$ cat src/rtl/ddr_adc_pkg.sv
package ddr_adc_pkg;
  localparam int unsigned SAMPLE_W_DEF = 12;
  localparam int unsigned WORD_W_DEF   = 16;
  localparam int unsigned HALF_CYC_DEF = 2;
  localparam int unsigned CLK_PINS_DEF = 2;

  typedef enum logic {PH_HIGH = 1'b0, PH_LOW = 1'b1} adc_phase_e;
endpackage

$ cat src/rtl/adc_clk_gen.sv
module adc_clk_gen
  import ddr_adc_pkg::*;
#(
  parameter int unsigned HALF_CYC = HALF_CYC_DEF,
  parameter int unsigned CLK_PINS = CLK_PINS_DEF
) (
  input  logic                clk_i,
  input  logic                rst_ni,
  input  logic                en_i,
  output logic [CLK_PINS-1:0] adc_clk_o,
  output logic                run_o,
  output logic                strobe_o
);
  localparam int unsigned PERIOD = 2 * HALF_CYC;
  localparam int unsigned POS_W  = (PERIOD > 2) ? $clog2(PERIOD) : 1;
  localparam logic [POS_W-1:0] POS_LAST_HI = POS_W'(HALF_CYC - 1);
  localparam logic [POS_W-1:0] POS_LAST    = POS_W'(PERIOD - 1);
  localparam logic [POS_W-1:0] POS_HALF    = POS_W'(HALF_CYC);

  logic             run_q, run_d;
  logic [POS_W-1:0] pos_q, pos_d;
  logic             clk_q;
  adc_phase_e       phase;

  always_comb begin
    run_d = en_i;
    if (!run_q)               pos_d = '0;
    else if (pos_q == POS_LAST) pos_d = '0;
    else                      pos_d = pos_q + 1'b1;
  end

  // clock level registered so the pins never glitch
  always_ff @(posedge clk_i or negedge rst_ni) begin
    if (!rst_ni) begin
      run_q <= 1'b0;
      pos_q <= '0;
      clk_q <= 1'b0;
    end else begin
      run_q <= run_d;
      pos_q <= pos_d;
      clk_q <= run_d && (pos_d < POS_HALF);
    end
  end

  assign phase    = (pos_q < POS_HALF) ? PH_HIGH : PH_LOW;
  assign run_o    = run_q;
  assign strobe_o = run_q && (((phase == PH_HIGH) && (pos_q == POS_LAST_HI)) ||
                              ((phase == PH_LOW)  && (pos_q == POS_LAST)));

  for (genvar g = 0; g < CLK_PINS; g++) begin : g_pin
    assign adc_clk_o[g] = clk_q;
  end
endmodule

$ cat src/rtl/sample_packer.sv
module sample_packer
  import ddr_adc_pkg::*;
#(
  parameter int unsigned SAMPLE_W = SAMPLE_W_DEF,
  parameter int unsigned WORD_W   = WORD_W_DEF
) (
  input  logic                clk_i,
  input  logic                rst_ni,
  input  logic                run_i,
  input  logic                strobe_i,
  input  logic [SAMPLE_W-1:0] data_i,
  output logic [WORD_W-1:0]   word_o,
  output logic                word_stb_o
);
  localparam int unsigned NIB_W     = WORD_W - SAMPLE_W;
  localparam int unsigned NUM_WORDS = SAMPLE_W / NIB_W;
  localparam int unsigned NUM_SLOTS = NUM_WORDS + 1;
  localparam int unsigned SLOT_W    = $clog2(NUM_SLOTS);
  localparam logic [SLOT_W-1:0] SLOT_LAST = SLOT_W'(NUM_SLOTS - 1);

  logic [SAMPLE_W-1:0] head_q;
  logic [SLOT_W-1:0]   slot_q;
  logic [NIB_W-1:0]    nib;
  logic [WORD_W-1:0]   word_q;
  logic                stb_q;

  // slice of the held sample belonging to the current slot, low slice first
  always_comb begin
    nib = '0;
    for (int i = 0; i < NUM_WORDS; i++) begin
      if (slot_q == SLOT_W'(i + 1)) nib = head_q[i*NIB_W +: NIB_W];
    end
  end

  always_ff @(posedge clk_i or negedge rst_ni) begin
    if (!rst_ni) begin
      head_q <= '0;
      slot_q <= '0;
      word_q <= '0;
      stb_q  <= 1'b0;
    end else begin
      stb_q <= 1'b0;
      if (!run_i) begin
        slot_q <= '0;
      end else if (strobe_i) begin
        if (slot_q == '0) begin
          head_q <= data_i;
        end else begin
          word_q <= {nib, data_i};
          stb_q  <= 1'b1;
        end
        slot_q <= (slot_q == SLOT_LAST) ? '0 : slot_q + 1'b1;
      end
    end
  end

  assign word_o     = word_q;
  assign word_stb_o = stb_q;
endmodule

$ cat src/rtl/ddr_adc_packer.sv
module ddr_adc_packer
  import ddr_adc_pkg::*;
#(
  parameter int unsigned SAMPLE_W = SAMPLE_W_DEF,
  parameter int unsigned WORD_W   = WORD_W_DEF,
  parameter int unsigned HALF_CYC = HALF_CYC_DEF,
  parameter int unsigned CLK_PINS = CLK_PINS_DEF
) (
  input  logic                clk_i,
  input  logic                rst_ni,
  input  logic                en_i,
  input  logic [SAMPLE_W-1:0] adc_data_i,
  output logic [CLK_PINS-1:0] adc_clk_o,
  output logic [WORD_W-1:0]   word_o,
  output logic                word_valid_o,
  input  logic                word_ready_i,
  output logic                overflow_o
);
  logic run, strobe, ovf_q;

  adc_clk_gen #(
    .HALF_CYC(HALF_CYC),
    .CLK_PINS(CLK_PINS)
  ) i_clk_gen (
    .clk_i    (clk_i),
    .rst_ni   (rst_ni),
    .en_i     (en_i),
    .adc_clk_o(adc_clk_o),
    .run_o    (run),
    .strobe_o (strobe)
  );

  sample_packer #(
    .SAMPLE_W(SAMPLE_W),
    .WORD_W  (WORD_W)
  ) i_packer (
    .clk_i     (clk_i),
    .rst_ni    (rst_ni),
    .run_i     (run),
    .strobe_i  (strobe),
    .data_i    (adc_data_i),
    .word_o    (word_o),
    .word_stb_o(word_valid_o)
  );

  // no back-pressure: refused word is lost, loss is remembered
  always_ff @(posedge clk_i or negedge rst_ni) begin
    if (!rst_ni)                          ovf_q <= 1'b0;
    else if (word_valid_o && !word_ready_i) ovf_q <= 1'b1;
  end

  assign overflow_o = ovf_q;
endmodule

$ cat config.mk
export PLATFORM = sky130hd
export DESIGN_NAME = ddr_adc_packer
export DESIGN_NICKNAME = d
export VERILOG_FILES = /design/src/rtl/ddr_adc_pkg.sv /design/src/rtl/adc_clk_gen.sv /design/src/rtl/sample_packer.sv /design/src/rtl/ddr_adc_packer.sv
export SDC_FILE = /design/constraint.sdc
export NUM_CORES = 1
export LEC_CHECK = 0
export BUFFER_PORTS_ARGS = -buffer_cell sky130_fd_sc_hd__buf_2
export CORE_ASPECT_RATIO = 1.5
export CORE_UTILIZATION = 55
export DETAILED_ROUTE_END_ITERATION = 10
export PLACE_DENSITY = 0.85
export REMOVE_ABC_BUFFERS = 1
export SYNTH_ARGS = -nofsm -noshare
export SYNTH_HDL_FRONTEND = slang
export SYNTH_SLANG_ARGS = --single-unit
$ cat constraint.sdc
create_clock -name clk_i -period 4.45 [get_ports clk_i]
set_input_delay 0 -clock clk_i [delete_from_list [all_inputs] [get_ports clk_i]]
set_output_delay 0 -clock clk_i [all_outputs]
set_load 0.02 [all_outputs]
==> out/qor.yml <==
max_freq_mhz: 515
cts.path.max_buffers: 2
combPwrFrac: 0.295
clk_latency_ns: 0.29
clk_pin_slew_worst_paths_ns: 0.07
fin_tns_setup_ns: 0
synth_cell_type_count: 21
syn_to_final_growth_pct: 27.5
netlist.top_cell.by_area: "dfrtp_1"
synth.top_cell.area_share: 0.577
tightestPinTransition_ns: 0.782
synth_top_family_by_area: "multiplexers"
yosysWarnings: 0
num_vias: 1009
hold_violations: 0
fillers: 192
htreeDepth: 2
drt_iter0_drc: 36
cp-end-kind: "flip-flop"
viasPerCell: 5.23
synth_compound_area_frac: 0.0513
pwr-share-seq: 0.443
grt_max_degree: 37
overflow: 0
syn_area_um2: 1560
powerDensity_nw_per_um2: 539
cp.arrival_ns: 2.12
p_sw_frac: 0.304
p_total_mw: 1.07
cpPeakStageDelay_ns: 0.60
start_util: 0.583
crit_required_ns: 4.63
period_share: 0.436
maxCapViolations: 0
p_int_mw: 0.746
postRouteAntennaNets: 0
crit_chain: "inv_1 -> ha_1 -> nand3b_2 -> mux2_2"
antenna_found_initial: 0
syn_inst: 104
cts_resized: 0
reg2reg_slack_ns: 2.51
maxSlewHeadroom: 0.478
cts_buffers: 5
skew_ns: 0.00847
critPathSlowestCell: "nand3b_2"
p_leak_nw: 1.03
start_kind: "flip-flop"
critical_path_buf_inv_count: 1
cts_setup_buffers: 0
place_hpwl_um: 2030
row_count: 23
finalCriticalPeriod_ns: 1.94
first_pass_iters: 4
avgSynthCellArea_um2: 15.0
path_max_fanout: 21
grt_pass1_vias: 1053
synth_xor_area_frac: 0.0112
crit_family: "simple AND/OR/NAND/NOR gates"
ios: 36
root_buffer: "clkbuf_8"
grt_util_all_layers: 0.233
ys_seq_area_frac: 0.577
hp-class: "input port to asynchronous set/reset pin"
finalSetupViolations: 0
core_um2: 2680
status: "completed"
fp.dieW_um: 45.5
drive_above_1_share: 0.436
die_y_um: 67.3
rsz0062_at_grt: "no"
critPathKind: "flip-flop to flip-flop"
netSwitchingPower_mw: 0.326
synth_simple_gate_area_frac: 0.0593
diodes: 0
drc: 0
die_area_um2: 3060
fin_nets: 175
wirelength_um: 3040
grt_pass1_wl_um: 4870
gp_congestion: 0.710
io_buffers: 35
cts_tree: "done"
yosys.area_share.adder: 0.0321
synth_mux_area_frac: 0.225
synth_seq_cells: 36
wire_per_inst_um: 15.7
cts.sinks: 36
clock_power_share: 0.262
layout_common_cells: "dfrtp_1, buf_2, mux2_4"
drv_slew: 0
final_common_cell: "dfrtp_1"
synthTopCellsByArea: "dfrtp_1, mux2_4, mux2_2"
ir_drop_mv: 0.350
[logic make-up (layout without fill, tap and decap cells)]
| logic type | after synthesis | after routing |
|---|---|---|
| DFF | 36 | 36 |
| muxes | 25 | 25 |
| and+or+nand+nor | 15 | 15 |
| AOI/OAI and AO/OA | 11 | 11 |
| buffers and inverters | 11 | 63 |
| adders and majority gates | 4 | 4 |
| xor gates and xnor gates | 2 | 2 |
[path summary, 6_finish.rpt]
| check | startpoint | depth (start not counted) | to |
|---|---|---|---|
| worst max-delay path | i_packer.slot_q[0] | 4 | i_packer.word_o[9] |
| max in group asynchronous | rst_ni | 2 | i_clk_gen.pos_q[1] |
| min in group clk_i | en_i | 2 | i_clk_gen.run_o |
| worst max register to register | i_packer.slot_q[0] | 4 | i_packer.word_o[9] |
| worst min-delay path | rst_ni | 2 | i_packer.word_o[11] |
| worst min register to register | i_packer.word_o[15] | 2 | i_packer.word_o[15] |
[per-stage QoR]
stage	cell area (µm²)	hold slack [ns]	util	instances	setup WS, ns
after global routing	1990	0.371	0.744	193	2.41
final	1990	0.319	0.744	193	2.51
after CTS	1990	0.335	0.744	193	2.50
after global placement	1730	0.0986	0.647	170	2.64
after detailed placement	1730	0.117	0.647	170	2.51
after floorplan	1510	-0.296	-	98	2.77
[metal layers]
| metal | GRT usage | routed length, µm | vias up |
|---|---|---|---|
| met5 | 0 | 0 | - |
| met4 | 0.152 | 121 | 0 |
| met3 | 0.0642 | 122 | 11 |
| met2 | 0.366 | 1580 | 29 |
| met1 | 0.270 | 1210 | 507 |
| li1 | - | - | 462 |
[power by group through the flow]
stage          combinational [mW]  clock, mW  sequential (mW)
5_1_grt                     0.338      0.299            0.486
3_5_place_dp                0.306          0            0.479
3_3_place_gp                0.292          0            0.471
4_1_cts                     0.318      0.288            0.474
2_1_floorplan               0.133          0            0.543
6_report                    0.317      0.281            0.475
[synth_stat cells, drive strengths merged]
cell type,number
a21o,1
a21oi,2
a221oi,3
a22o,1
and2,2
buf,6
dfrtp,36
ha,4
inv,5
mux2,24
mux2i,1
nand2,4
nand3,1
nand3b,1
nor2b,7
o21ai,1
o31ai,3
xor2,2
[repair_timing]
action / CTS / global route
setup endpoints to repair: 0 / 0
hold endpoints to repair: 63 / 0
hold buffers: 15 / 0
[registers in the layout (all words and copies together) (netlist names)]
register             cells
i_packer.word_stb_o      1
i_packer.word_o         16
overflow_o               1
i_packer.slot_q          2
i_clk_gen.pos_q          2
i_clk_gen.run_o          1
i_clk_gen.clk_q          1
i_packer.head_q         12
[area by class of cell]
type	count	area, µm²	share of cell area
multi-input combinational	57	592	0.297
inverter	5	18.8	0.00943
clock inverter	2	35.0	0.0176
tap	37	46.3	0.0233
clock buffer	6	72.6	0.0365
timing repair buffer	50	325	0.163
sequential	36	901	0.453
Power figures use the tool's default switching activity.
